### src/rtl/wdt_pkg.sv
package wdt_pkg;

  localparam int DW = 32;

  typedef enum logic [2:0] {
    REG_COUNT = 3'd0,
    REG_LOAD  = 3'd1,
    REG_TRIG  = 3'd2,
    REG_CTRL  = 3'd3,
    REG_IRQ   = 3'd4
  } reg_idx_e;

  localparam logic [DW-1:0] KEY_STOP_1  = 32'h0000_AA55;
  localparam logic [DW-1:0] KEY_STOP_2  = 32'h0000_55AA;
  localparam logic [DW-1:0] KEY_START_1 = 32'h0000_BB66;
  localparam logic [DW-1:0] KEY_START_2 = 32'h0000_66BB;

  // legal access sizes: full word or either half word
  function automatic logic size_ok(input logic [3:0] be);
    return (be == 4'b1111) || (be == 4'b0011) || (be == 4'b1100);
  endfunction

  // combine new lanes into an old word per 16-bit half
  function automatic logic [DW-1:0] lane_merge(input logic [DW-1:0] old_w,
                                               input logic [DW-1:0] new_w,
                                               input logic [3:0]    be);
    logic [DW-1:0] r;
    r[15:0]  = be[0] ? new_w[15:0]  : old_w[15:0];
    r[31:16] = be[2] ? new_w[31:16] : old_w[31:16];
    return r;
  endfunction

endpackage

### src/rtl/wdt_regif.sv
module wdt_regif
  import wdt_pkg::*;
#(
  parameter int ADDR_W = 3
) (
  input  logic              clk,
  input  logic              rst,
  input  logic              sel_i,
  input  logic              wr_i,
  input  logic [ADDR_W-1:0] addr_i,
  input  logic [3:0]        be_i,
  input  logic [DW-1:0]     wdata_i,
  input  logic [DW-1:0]     cnt_i,
  input  logic [DW-1:0]     load_i,
  input  logic [DW-1:0]     trig_i,
  input  logic              en_i,
  input  logic              irq_i,
  output logic              wr_count_o,
  output logic              wr_load_o,
  output logic              wr_trig_o,
  output logic              wr_ctrl_o,
  output logic              wr_irq_o,
  output logic [DW-1:0]     wval_o,
  output logic [DW-1:0]     rdata_o,
  output logic              ack_o,
  output logic              err_o
);

  localparam int NREG = 5;

  logic          in_map;
  logic [2:0]    idx;
  logic          wr_ok;
  logic [DW-1:0] rd_mux;
  logic [DW-1:0] wr_base;

  assign in_map = (addr_i < ADDR_W'(NREG));
  assign idx    = addr_i[2:0];
  assign wr_ok  = sel_i && wr_i && in_map && size_ok(be_i);

  always_comb begin
    rd_mux  = '0;
    wr_base = '0;
    if (in_map) begin
      case (reg_idx_e'(idx))
        REG_COUNT: begin rd_mux = cnt_i;  wr_base = cnt_i;  end
        REG_LOAD:  begin rd_mux = load_i; wr_base = load_i; end
        REG_TRIG:  begin rd_mux = trig_i; wr_base = trig_i; end
        REG_CTRL:  rd_mux = {{(DW-1){1'b0}}, en_i};
        REG_IRQ:   rd_mux = {{(DW-1){1'b0}}, irq_i};
        default:   rd_mux = '0;
      endcase
    end
  end

  assign wval_o     = lane_merge(wr_base, wdata_i, be_i);
  assign wr_count_o = wr_ok && (idx == REG_COUNT);
  assign wr_load_o  = wr_ok && (idx == REG_LOAD);
  assign wr_trig_o  = wr_ok && (idx == REG_TRIG);
  assign wr_ctrl_o  = wr_ok && (idx == REG_CTRL);
  assign wr_irq_o   = wr_ok && (idx == REG_IRQ);

  always_ff @(posedge clk) begin
    if (rst) begin
      ack_o   <= 1'b0;
      err_o   <= 1'b0;
      rdata_o <= '0;
    end else begin
      ack_o   <= sel_i;
      err_o   <= sel_i && !size_ok(be_i);
      rdata_o <= (sel_i && !wr_i && size_ok(be_i)) ? rd_mux : '0;
    end
  end

endmodule

### src/rtl/wdt_keyseq.sv
module wdt_keyseq
  import wdt_pkg::*;
(
  input  logic          clk,
  input  logic          rst,
  input  logic          wr_ctrl_i,
  input  logic [DW-1:0] wval_i,
  output logic          en_o
);

  typedef enum logic [1:0] {K_IDLE, K_STOP_ARMED, K_START_ARMED} key_st_e;
  key_st_e st;

  always_ff @(posedge clk) begin
    if (rst) begin
      st   <= K_IDLE;
      en_o <= 1'b1;
    end else if (wr_ctrl_i) begin
      if (st == K_STOP_ARMED && wval_i == KEY_STOP_2) begin
        en_o <= 1'b0;
        st   <= K_IDLE;
      end else if (st == K_START_ARMED && wval_i == KEY_START_2) begin
        en_o <= 1'b1;
        st   <= K_IDLE;
      end else if (wval_i == KEY_STOP_1) begin
        st <= K_STOP_ARMED;
      end else if (wval_i == KEY_START_1) begin
        st <= K_START_ARMED;
      end else begin
        st <= K_IDLE;
      end
    end
  end

endmodule

### src/rtl/wdt_core.sv
module wdt_core
  import wdt_pkg::*;
#(
  parameter int PULSE_LEN = 8
) (
  input  logic          clk,
  input  logic          rst,
  input  logic          tick_i,
  input  logic          en_i,
  input  logic          wr_count_i,
  input  logic          wr_load_i,
  input  logic          wr_trig_i,
  input  logic          wr_irq_i,
  input  logic [DW-1:0] wval_i,
  output logic [DW-1:0] cnt_o,
  output logic [DW-1:0] load_o,
  output logic [DW-1:0] trig_o,
  output logic          irq_o,
  output logic          pulse_o
);

  localparam int PW = $clog2(PULSE_LEN + 1);
  localparam logic [DW-1:0] CNT_MAX = '1;

  logic [PW-1:0] pcnt;
  logic          ovf;

  assign ovf = tick_i && en_i && !pulse_o && (cnt_o == CNT_MAX);

  always_ff @(posedge clk) begin
    if (rst) begin
      cnt_o   <= '0;
      load_o  <= '0;
      trig_o  <= '0;
      irq_o   <= 1'b0;
      pulse_o <= 1'b0;
      pcnt    <= '0;
    end else begin
      if (wr_load_i) load_o <= wval_i;
      if (wr_trig_i) trig_o <= wval_i;

      if (pulse_o) begin
        if (tick_i) begin
          pcnt <= pcnt - 1'b1;
          if (pcnt == PW'(1)) begin
            pulse_o <= 1'b0;
            cnt_o   <= load_o;
          end
        end
      end else if (ovf) begin
        cnt_o   <= '0;
        pulse_o <= 1'b1;
        pcnt    <= PW'(PULSE_LEN);
      end else if (wr_count_i) begin
        cnt_o <= wval_i;
      end else if (wr_trig_i && (wval_i != trig_o)) begin
        cnt_o <= load_o;
      end else if (tick_i && en_i) begin
        cnt_o <= cnt_o + 1'b1;
      end

      if (ovf)                        irq_o <= 1'b1;
      else if (wr_irq_i && wval_i[0]) irq_o <= 1'b0;
    end
  end

endmodule

### src/rtl/ovf_watchdog.sv
module ovf_watchdog
  import wdt_pkg::*;
#(
  parameter int ADDR_W    = 3,
  parameter int PULSE_LEN = 8
) (
  input  logic              clk,
  input  logic              rst,
  input  logic              tick_i,
  input  logic              bus_sel_i,
  input  logic              bus_wr_i,
  input  logic [ADDR_W-1:0] bus_addr_i,
  input  logic [3:0]        bus_be_i,
  input  logic [31:0]       bus_wdata_i,
  output logic [31:0]       bus_rdata_o,
  output logic              bus_ack_o,
  output logic              bus_err_o,
  output logic              wdt_rst_o,
  output logic              wdt_irq_o
);

  logic          wr_count, wr_load, wr_trig, wr_ctrl, wr_irq;
  logic [DW-1:0] wval, cnt, load, trig;
  logic          en;

  wdt_regif #(.ADDR_W(ADDR_W)) u_regif (
    .clk(clk), .rst(rst),
    .sel_i(bus_sel_i), .wr_i(bus_wr_i), .addr_i(bus_addr_i),
    .be_i(bus_be_i), .wdata_i(bus_wdata_i),
    .cnt_i(cnt), .load_i(load), .trig_i(trig), .en_i(en), .irq_i(wdt_irq_o),
    .wr_count_o(wr_count), .wr_load_o(wr_load), .wr_trig_o(wr_trig),
    .wr_ctrl_o(wr_ctrl), .wr_irq_o(wr_irq), .wval_o(wval),
    .rdata_o(bus_rdata_o), .ack_o(bus_ack_o), .err_o(bus_err_o)
  );

  wdt_keyseq u_keys (
    .clk(clk), .rst(rst), .wr_ctrl_i(wr_ctrl), .wval_i(wval), .en_o(en)
  );

  wdt_core #(.PULSE_LEN(PULSE_LEN)) u_core (
    .clk(clk), .rst(rst), .tick_i(tick_i), .en_i(en),
    .wr_count_i(wr_count), .wr_load_i(wr_load), .wr_trig_i(wr_trig),
    .wr_irq_i(wr_irq), .wval_i(wval),
    .cnt_o(cnt), .load_o(load), .trig_o(trig),
    .irq_o(wdt_irq_o), .pulse_o(wdt_rst_o)
  );

endmodule

### config.mk
export PLATFORM = sky130hd
export DESIGN_NAME = ovf_watchdog
export DESIGN_NICKNAME = d
export VERILOG_FILES = /design/src/rtl/wdt_pkg.sv /design/src/rtl/wdt_regif.sv /design/src/rtl/wdt_keyseq.sv /design/src/rtl/wdt_core.sv /design/src/rtl/ovf_watchdog.sv
export SDC_FILE = /design/constraint.sdc
export NUM_CORES = 1
export LEC_CHECK = 0
export ABC_AREA = 0
export BUFFER_PORTS_ARGS = -buffer_cell sky130_fd_sc_hd__buf_2
export CAP_MARGIN = 15
export CELL_PAD_IN_SITES_DETAIL_PLACEMENT = 0
export CELL_PAD_IN_SITES_GLOBAL_PLACEMENT = 1
export CORE_ASPECT_RATIO = 1.1
export CORE_MARGIN = 5
export CORE_UTILIZATION = 48
export DETAILED_ROUTE_END_ITERATION = 16
export PLACE_DENSITY_LB_ADDON = 0.1
export SLEW_MARGIN = 20
export SYNTH_ARGS = -nofsm -noshare
export SYNTH_HDL_FRONTEND = slang
export SYNTH_SLANG_ARGS = --single-unit
### constraint.sdc
create_clock -name clk -period 5.7 [get_ports clk]
set_input_delay 0 -clock clk [delete_from_list [all_inputs] [get_ports clk]]
set_output_delay 0 -clock clk [all_outputs]
set_load 0.02 [all_outputs]
==> metrics.md, run 1 <==
| Metric | Value |
|---|---|
| Status | `finished clean` |
| Pwr dens | `253.2 nW/um2` |
| Largest area contributor in the netlist | `dfxtp_1` |
| Post-DR wirelength/cell | `22.40 um` |
| Max Clock Freq | `0.2511 GHz` |
| Synth Flop Type | `dfxtp_1` |
| Worst slew pin tran | `1228 ps` |
| Post-Syn Instances | `1119` |
| Clk_lat worst skew | `430 ps` |
| Hold Path Class | `primary input to flop` |
| Synth top area share | `33.00%` |
| Leading cell type in the layout, fill and taps excluded | `nor2_1` |
| R2R Setup Slk | `1910 ps` |
| Largest cells by area after synthesis | `dfxtp_1 33%, nor2_1 7.5%, a211oi_1 6.1%, nand2_1 5.3%, a21oi_1 4.7%` |
| CP most frequent cell | `buf_4` |
| IO buf count | `79` |
| I/O pin cnt | `80` |
| RSZ-0062 raised after global routing | `false` |
| GRT Total Usage | `30.48%` |
| Residual DRC | `0` |
| Cell count of the worst reg-to-reg path | `11` |
| Antenna-violating nets left | `0` |
| Clock transition at path regs | `60 ps` |
| Core Box Area | `17140 um2` |
| Total negative slack | `0 ps` |
| Fillcell total | `1746` |
| Post-synth ARST share | `0%` |
| Kind of end point of the critical path | `flop` |
| Required time of the critical path | `5970 ps` |
| Final WL | `31.40 mm` |
| Max H-tree Level | `4` |
| Vias in the first global route | `8404` |
| Mean post-synth cell area | `7.535 um2` |
| Critical Path Max Stage Delay | `840 ps` |
| Vias | `9069` |
| CTS max path bufs | `2` |
| Number of max-cap violations | `0` |
| Synth warn | `0` |
| Synth Cell Area | `8432 um2` |
| Max-slew violations | `0` |
| Proportion of layout cells with a drive suffix above 1 | `13.10%` |
| Clock Tree Root | `clkbuf_16` |
| Die height | `149.0 um` |
| Critical Path, Cell by Cell | `buf_2 -> or4b_1 -> o211ai_1 -> o2111ai_1 -> or4_4 -> nor4_4 -> a31oi_2 -> buf_4 -> o41ai_4 -> or4_1 -> buf_4 -> o22ai_1` |
| Lkg Pwr | `3.438 nW` |
| Post-CTS setup buffer count | `0` |
| Aggregate global routing overflow | `0` |
| Crit path max-delay family | `simple AND/OR/NAND/NOR gates` |
| # rows | `50` |
| Post-Syn Nets | `1166` |
| Number of synthesized flops with an enable pin | `0` |
| R2r startpoint | `u_core.load_o[9]` |
| Setup crit start kind | `primary input` |
| Clock skew | `11.04 ps` |
| CTS buffer count | `17` |
| DP Area | `8986 um2` |
| Critical Path Source | `bus_addr_i[1]` |
| CP Data Arrival Time | `4250 ps` |
| CP Class | `primary input to flop` |
| Hold path depth | `4` |
| GPL Wtd Cong | `0.9590` |
| WHS Endpoint | `u_regif.err_o` |
| Relative slew slack | `17.84%` |
| Crit path max fanout | `41` |
| Pin count of the biggest net entering global routing | `65` |
| DIE AREA | `20320 um2` |
| First-pass GRT wire length | `48.26 mm` |
| Worst R2R End | `u_core.cnt_o[17]` |
| #FFs+latches synth | `139` |
| Diode count | `0` |
| Synth unique cells | `65` |
| Final Hold Vio Count | `0` |
| CP max-delay cell | `or4b_1` |
| Finished Cell Area | `9697 um2` |
| Initial core utilization | `49.19%` |
| Final setup vio count | `0` |
| Nets | `1202` |
| Clock tree sinks | `139` |
| Synthesis-to-finish area growth | `15.00%` |
| Min-delay src | `bus_be_i[1]` |
| Chip Width | `136.4 um` |
| Commonest cells after routing, fill and taps aside | `167 x nor2_1, 139 x dfxtp_1, 120 x nand2_1` |
| Bufs and invs on worst path | `3` |
| Initial antenna violation count | `0` |
| Minimum clock period | `3983 ps` |
| Hold Slack | `27.63 ps` |
| Seq/Total Area, Yosys | `33.00%` |
| Via density | `6.469` |
| CTS tree | `done` |
| Drt first pass iters | `7` |
| Iteration-0 DRC Markers | `1147` |
| HPWL Detailed | `21.66 mm` |
| VDD IR max | `225.9 uV` |
| Final period util | `69.87%` |
==> metrics by stage <==
step	power, mW	std cells	worst slack [ps]	utilization, %
6_report	2.455	1402	1717	56.57
5_1_grt	2.521	1402	1495	56.57
4_1_cts	2.455	1402	1800	56.57
3_5_place_dp	1.205	1365	1380	52.42
3_3_place_gp	1.206	1365	1406	52.42
2_1_floorplan	1.131	1119	2617	-
==> logic make-up (layout without fill, tap and decap cells) <==
logic type,Yosys count,count (layout),share of synthesized area (%)
flip-flops,139,139,33.00
buffers and inverters,120,169,5.758
adder cells (fa/ha/maj),3,3,0.4452
AND/OR/NAND/NOR,452,452,25.02
XOR/XNOR,33,33,3.428
multiplexers,36,36,4.303
AO/OA/AOI/OAI,336,336,28.05
==> routing by layer <==
metal / global-route usage [%] / wire length (um)
met5: 0 / 0
met3: 5.466 / 2860
met2: 47.55 / 14150
met1: 42.92 / 13560
met4: 9.173 / 828
==> cells in the mapped netlist, drive strengths merged, types with 14 or more instances <==
library cell and count:
mux2i 34, o21ai 31, nand3 22, nor2 168, buf 27, o22ai 37
and3 31, a221oi 20, o2111ai 14, xnor2 21, nor3 28, clkbuf 66
inv 27, nand2 120, nand4 17, dfxtp 139, a211oi 68, a21oi 80
==> flip-flops by register name (all words and copies together), names as in the netlist <==
register	cells
u_core.irq_o	1
u_keys.en_o	1
u_keys.st	2
u_core.pcnt	4
u_core.load_o	32
u_core.pulse_o	1
u_core.cnt_o	32
u_regif.rdata_o	32
u_regif.err_o	1
u_core.trig_o	32
u_regif.ack_o	1
==> worst min-delay path: cells and delay by family <==
| family | cells | cell delay [ps] |
|---|---|---|
| simple gates | 2 | 180 |
| compound gates | 1 | 120 |
| buf+inv | 1 | 110 |
==> timing repair <==
action	CTS	global route
endpoints found under the hold margin	5	0
resized for setup	0	0
hold buffers	5	0
==> power by group <==
group          internal [mW]  switching, mW  leakage [nW]
combinational         0.0674          0.141          1.99
sequential             0.977        0.00783          1.12
clock                  0.811          0.451         0.323
==> final cells by class <==
type	instances	area, um2	share of cell area (%)
multi-input cells	860	5204	53.66
flip-flops and latches	139	2783	28.70
clock buffers	21	470.5	4.852
repair buffers	110	655.6	6.761
inverters	27	101.3	1.045
clock inverters	11	190.2	1.961
well taps	234	292.8	3.019
==> how the worst max path moves through the flow <==
stage | end | depth (start not counted)
after floorplan | u_core.cnt_o[22] | 13
after global placement | u_core.cnt_o[1] | 12
after detailed placement | u_core.cnt_o[17] | 12
after CTS | u_core.cnt_o[17] | 12
after global routing | u_core.cnt_o[18] | 12
final | u_core.cnt_o[17] | 12
Note: power is estimated with default switching activity, not from simulation.
==> inputs of run 2 (changes only) <==
Settings changed: CORE_UTILIZATION 48 to 44.
Clock period 5.7 ns to 4.1 ns, I/O delays scaled along.
==> run 2 against run 1 <==
  * Combinational power up 49%
  * Sequential cell count unchanged
  * First-iteration DRC count shrank 14%
  * Clock skew is 1.5 ps lower
  * Non-clock buffer count grew 38
  * Sequential share of layout area shrank 0.67 points
  * Utilization shrank 4.2 points
  * Register-to-register slack worse by 1300 ps
==> metrics.md, run 2 (synthesis gave the netlist of run 1 again) <==
| Metric | Value |
|---|---|
| CTS max path bufs | `2` |
| Antenna-violating nets left | `0` |
| Sequential power share | `41.4%` |
| CP most frequent cell | `buf_4` |
| Max-slew violations | `0` |
| Vias | `9229` |
| Critical Path, Cell by Cell | `mux2i_1 -> or3_1 -> nand4_1 -> or4_4 -> nor4_4 -> a31oi_2 -> buf_4 -> nor2_1 -> buf_4 -> a221oi_1 -> o22ai_1` |
| Lkg Pwr | `3.562 nW` |
| Crit path max-delay family | `simple AND/OR/NAND/NOR gates` |
| Residual DRC | `0` |
| Required time of the critical path | `4450 ps` |
| Post-CTS Resized | `0` |
| Setup crit start kind | `flop` |
| Bufs and invs on worst path | `2` |
| Clk_lat worst skew | `440 ps` |
| Kind of end point of the critical path | `flop` |
| Max H-tree Level | `4` |
| # rows | `53` |
| Aggregate global routing overflow | `0` |
| RSZ-0062 raised after global routing | `false` |
| Minimum clock period | `3453 ps` |
| Final setup vio count | `0` |
| Final Hold Vio Count | `0` |
| Pwr Total | `3.310 mW` |
| Vias in the first global route | `8445` |
| IO buf count | `79` |
| Initial core utilization | `44.46%` |
| CP max-delay cell | `or4_4` |
| DIE AREA | `22040 um2` |
| Initial antenna violation count | `0` |
| Total negative slack | `0 ps` |
| Nets | `1240` |
| Clock tree sinks | `139` |
| First-pass GRT wire length | `50.27 mm` |
| Final WL | `32.72 mm` |
| Clock transition at path regs | `70 ps` |
| Die height | `155.2 um` |
| Hold Path Class | `primary input to flop` |
| CP Class | `flop to flop` |
| Status | `finished clean` |
| Number of max-cap violations | `0` |
| Max Clock Freq | `0.2896 GHz` |
| Proportion of layout cells with a drive suffix above 1 | `15.84%` |
| CTS tree | `done` |
| VDD IR max | `286.9 uV` |
| Worst slew pin tran | `1111 ps` |
| HPWL Detailed | `23.38 mm` |
| GPL Wtd Cong | `0.9725` |
| GRT Total Usage | `29.24%` |
| Diode count | `0` |
| Synthesis-to-finish area growth | `17.75%` |
| Critical Path Max Stage Delay | `560 ps` |
| I/O pin cnt | `80` |
| Clock share of power | `49.3%` |
| Logic pwr share | `9.4%` |
| CP Data Arrival Time | `3800 ps` |
| Crit path max fanout | `13` |
| Clock skew | `9.551 ps` |
| CTS buffer count | `17` |
| Switching share of total power | `26.65%` |
| Drt first pass iters | `6` |
| Leading cell type in the layout, fill and taps excluded | `nor2_1` |
| Commonest cells after routing, fill and taps aside | `167 x nor2_1, 139 x dfxtp_1, 120 x nand2_1` |
| Clock Tree Root | `clkbuf_16` |
| Chip Width | `142.0 um` |
| Cell internal pwr | `2.428 mW` |
| Relative slew slack | `25.68%` |
| P_sw | `0.8819 mW` |
| Hold Slack | `22.32 ps` |
| Pin count of the biggest net entering global routing | `60` |
| Pwr dens | `333.4 nW/um2` |
| Via density | `6.352` |
| Iteration-0 DRC Markers | `981` |
| Post-DR wirelength/cell | `22.52 um` |
| Core Box Area | `18970 um2` |
| Final period util | `84.23%` |
-- run 2: changes by cell type in the layout (fill, tap and decap cells not counted), moves of 2 or more --
cell	delta
clkinv_2	-2
clkinvlp_4	+4
buf_4	+38
clkbuf_8	-3
bufinv_16	-2
inv_6	+3
-- run 2: per-layer routing --
metal / share of wire [%] / track usage (%) / vias up
met3: 8.2 / 4.642 / 71
li1: - / - / 4297
met5: 0 / 0 / -
met2: 45 / 44.21 / 476
met1: 44 / 42.06 / 4385
met4: 3.1 / 10.47 / 0
-- run 2: timing repair --
action | CTS | global route
hold buffers | 5 | 0
buffers inserted | 0 | 0
hold endpoints to repair | 5 | 0
-- run 2: final cells by class --
type | instances | area, um2
Clock buffer | 19 | 432.9
Sequential cell | 139 | 2783
Inverter | 27 | 101.3
Multi-Input combinational cell | 860 | 5209
Fill cell | 1974 | 9037
Tap cell | 247 | 309.0
Timing Repair Buffer | 148 | 925.9
Clock inverter | 13 | 167.7
-- run 2: worst reg2reg max path, delay by kind of cell, from the launching register on --
| family | cells | cell delay [ps] |
|---|---|---|
| buf+inv | 2 | 480 |
| mux | 1 | 560 |
| flops | 1 | 370 |
| simple gates | 5 | 1460 |
| compound gates | 3 | 480 |
-- run 2: power by group through the flow --
| stage | Clock [mW] | Combinational [mW] | Sequential, mW |
|---|---|---|---|
| 6_report | 1.63 | 0.310 | 1.37 |
| 5_1_grt | 1.70 | 0.329 | 1.37 |
| 4_1_cts | 1.64 | 0.303 | 1.37 |
| 3_5_place_dp | 0 | 0.298 | 1.40 |
| 3_3_place_gp | 0 | 0.298 | 1.40 |
| 2_1_floorplan | 0 | 0.176 | 1.40 |
-- run 2: metrics by stage --
| step | utilization [%] | instances | setup slack (ps) | area, um2 |
|---|---|---|---|---|
| floorplan | - | 1119 | 1017 | 8432 |
| global placement | 48.89 | 1415 | 563.7 | 9273 |
| detailed placement | 48.92 | 1416 | 508.3 | 9278 |
| CTS | 52.35 | 1453 | 727.5 | 9928 |
| global route | 52.35 | 1453 | 563.1 | 9928 |
| finish | 52.35 | 1453 | 646.6 | 9928 |
-- run 2: path summary, 6_finish.rpt --
kind                            cells past startpoint  slack, ps             start          endpoint
worst min-delay path                                4         20       bus_be_i[1]     u_regif.err_o
worst min register to register                      2        480      u_keys.st[0]      u_keys.st[0]
worst max-delay path                               11        650  u_core.load_o[9]  u_core.cnt_o[28]
worst max register to register                     11        650  u_core.load_o[9]  u_core.cnt_o[28]
==> inputs of run 3 (changes only) <==
Settings changed: ABC_AREA 0 to 1, CORE_UTILIZATION 44 to 43.
Clock period 4.1 ns to 3.2 ns, I/O delays scaled along.
==> run 3 against run 2 <==
  * Sequential cell count is the same
  * Clock power grew 29%
  * Sequential power grew 33%
  * Critical path type unchanged
  * Largest power group unchanged
  * Highest routed layer unchanged
==> metrics.md, run 3 <==
| Metric | Value |
|---|---|
| Hold Path Class | `primary input to flop` |
| Iteration-0 DRC Markers | `1143` |
| Commonest cells after routing, fill and taps aside | `350 x nand2_1, 200 x nand3_1, 155 x inv_1` |
| Number of max-cap violations | `0` |
| Post-Syn Instances | `1450` |
| Proportion of layout cells with a drive suffix above 1 | `13.42%` |
| Synthesis-to-finish area growth | `13.93%` |
| GRT met2 Usage | `40.69%` |
| Post-DR wirelength/cell | `19.28 um` |
| Core Util, Final | `50.13%` |
| GPL Wtd Cong | `0.9028` |
| Diode count | `0` |
| CP Capture Point | `u_core.cnt_o[28]` |
| Largest area contributor in the netlist | `dfxtp_1` |
| Vias in the first global route | `9308` |
| Cell count of the worst reg-to-reg path | `14` |
| Largest cells by area after synthesis | `dfxtp_1 31%, nand2_1 14%, nand3_1 11%, a21oi_1 7.2%, inv_1 6.4%` |
| GR peak layer | `met1` |
| VDD IR max | `369.4 uV` |
| Worst R2R End | `u_core.cnt_o[28]` |
| Mean post-synth cell area | `6.285 um2` |
| Pin count of the biggest net entering global routing | `97` |
| Final Hold Vio Count | `0` |
| Clock transition at path regs | `60 ps` |
| Via density | `5.690` |
| Seq/Total Area, Yosys | `30.53%` |
| Post-synth ARST share | `0%` |
| Number of synthesized flops with an enable pin | `0` |
| Critical Path Source | `u_core.cnt_o[0]` |
| Leading cell type in the layout, fill and taps excluded | `nand2_1` |
| I/O pin cnt | `80` |
| Initial antenna violation count | `0` |
| # rows | `55` |
| GRT Total Usage | `28.32%` |
| Max H-tree Level | `4` |
| Post-Syn Nets | `1497` |
| Residual DRC | `0` |
| Max Clock Freq | `0.3686 GHz` |
| Worst slew pin tran | `942.7 ps` |
| R2R Setup Slk | `490 ps` |
| Final setup vio count | `0` |
| Pwr Total | `4.497 mW` |
| Post-CTS Resized | `0` |
| CTS max path bufs | `2` |
| Final period util | `84.79%` |
| Antenna-violating nets left | `0` |
| Initial core utilization | `44.00%` |
| Aggregate global routing overflow | `0` |
| Lkg Pwr | `4.799 nW` |
| Synth warn | `0` |
| Required time of the critical path | `3530 ps` |
| Post-synth top cells | `350 x nand2_1, 200 x nand3_1, 155 x inv_1, 139 x dfxtp_1, 132 x a21oi_1` |
| GRT met3 Usage | `5.928%` |
| RSZ-0062 raised after global routing | `false` |
| CP Data Arrival Time | `3040 ps` |
| Max-slew violations | `0` |
| DIE AREA | `24210 um2` |
| Synth unique cells | `38` |
| Most frequent cell after synthesis | `nand2_1` |
| Drt first pass iters | `6` |
| Total negative slack | `0 ps` |
| Setup crit start kind | `flop` |
| Clock tree sinks | `139` |
| Minimum clock period | `2713 ps` |
| Synth top area share | `30.53%` |
| R2r startpoint | `u_core.cnt_o[0]` |
| Clock Tree Root | `clkbuf_16` |
| First-pass GRT wire length | `53.92 mm` |
| Clock skew | `12.22 ps` |
| Final WL | `34.67 mm` |
| Core Box Area | `20710 um2` |
| CTS buffer count | `17` |
| Vias | `10230` |
| Pwr dens | `433.0 nW/um2` |
| Die height | `162.7 um` |
| Crit path max fanout | `3` |
| Clk_lat worst skew | `440 ps` |
| #FFs+latches synth | `139` |
| IO buf count | `79` |
| Status | `finished clean` |
| Relative slew slack | `36.49%` |
| Kind of end point of the critical path | `flop` |
| Chip Width | `148.8 um` |
| CTS tree | `done` |
| HPWL Detailed | `23.59 mm` |
| Nets | `1549` |
| Met1 Usage GRT | `42.44%` |
| Synth Flop Type | `dfxtp_1` |
| CP Class | `flop to flop` |
| Synth Cell Area | `9114 um2` |
## run 3: cell types whose count changed after synthesis, sizes merged, moves of 29 or more
cell    previous run  this run
a211oi            68         0
a21oi             80       135
and3              31         1
clkbuf            66        37
inv               27       160
mux2i             34         0
nand2            120       363
nand3             22       200
nand4             17        77
nor2             168        81
o21ai             31        69
o22ai             37         1
## run 3: report_power, final
part / switching [mW] / total, mW / internal [mW]
clock network: 0.842 / 2.10 / 1.26
logic: 0.387 / 0.575 / 0.188
registers: 0.0549 / 1.82 / 1.76
## run 3: worst min path at each step
stage / startpoint / end / cells past startpoint
2_1_floorplan: bus_sel_i / u_regif.err_o / 2
3_5_place_dp: bus_sel_i / u_regif.err_o / 3
5_1_grt: bus_wdata_i[24] / u_core.load_o[24] / 4
3_3_place_gp: bus_sel_i / u_regif.err_o / 3
6_report: bus_wdata_i[28] / u_core.load_o[28] / 4
4_1_cts: bus_wdata_i[28] / u_core.load_o[28] / 4
## run 3: layer usage
layer | wire [um] | vias up
li1 | - | 4952
met1 | 16340 | 4759
met2 | 14630 | 468
met3 | 2998 | 52
met4 | 708 | 0
met5 | 0 | -
## run 3: logic make-up (layout without fill, tap and decap cells)
family                   Yosys count  in the layout  synth area share (%)
adder cells (fa/ha/maj)            3              3                0.4119
XOR/XNOR                          27             27                 2.595
buffers and inverters            249            312                 12.07
AND/OR/NAND/NOR                  794            794                 40.66
AO/OA/AOI/OAI                    238            238                 13.73
flip-flops                       139            139                 30.53
## run 3: per-stage QoR
step | worst slack (ps) | hold WS [ps] | cell area (um2) | instances
2_1_floorplan | 987.1 | 141.0 | 9114 | 1450
3_3_place_gp | 362.1 | 269.7 | 9743 | 1764
3_5_place_dp | 367.3 | 271.5 | 9743 | 1764
4_1_cts | 555.0 | 17.50 | 10380 | 1798
5_1_grt | 221.5 | 50.04 | 10380 | 1798
6_report | 486.7 | 29.81 | 10380 | 1798
## run 3: layout make-up
| type | count | area [um2] |
|---|---|---|
| clock inverter | 10 | 143.9 |
| multi-input combinational | 1062 | 5231 |
| timing repair buffer | 121 | 808.3 |
| sequential | 139 | 2783 |
| tap | 285 | 356.6 |
| clock buffer | 20 | 456.7 |
| inverter | 161 | 604.3 |
| fill | 2190 | 10330 |
## run 3: worst max-delay path: stages (launching register included)
cell and delay [ps]:
dfxtp_1 390, ha_1 200, nand3_1 180, nor3_1 230, nand4_1 240, nor2_1 340
nand2_1 140, nor3_1 310, nand2_1 130, xor2_1 150, inv_1 50, nand2_1 60
nand3_1 60, nand2_1 80, a21oi_1 50
## run 3: repair_timing
item | CTS | global route
buffers inserted | 0 | 0
endpoints found under the hold margin | 9 | 0
hold buffers | 4 | 0
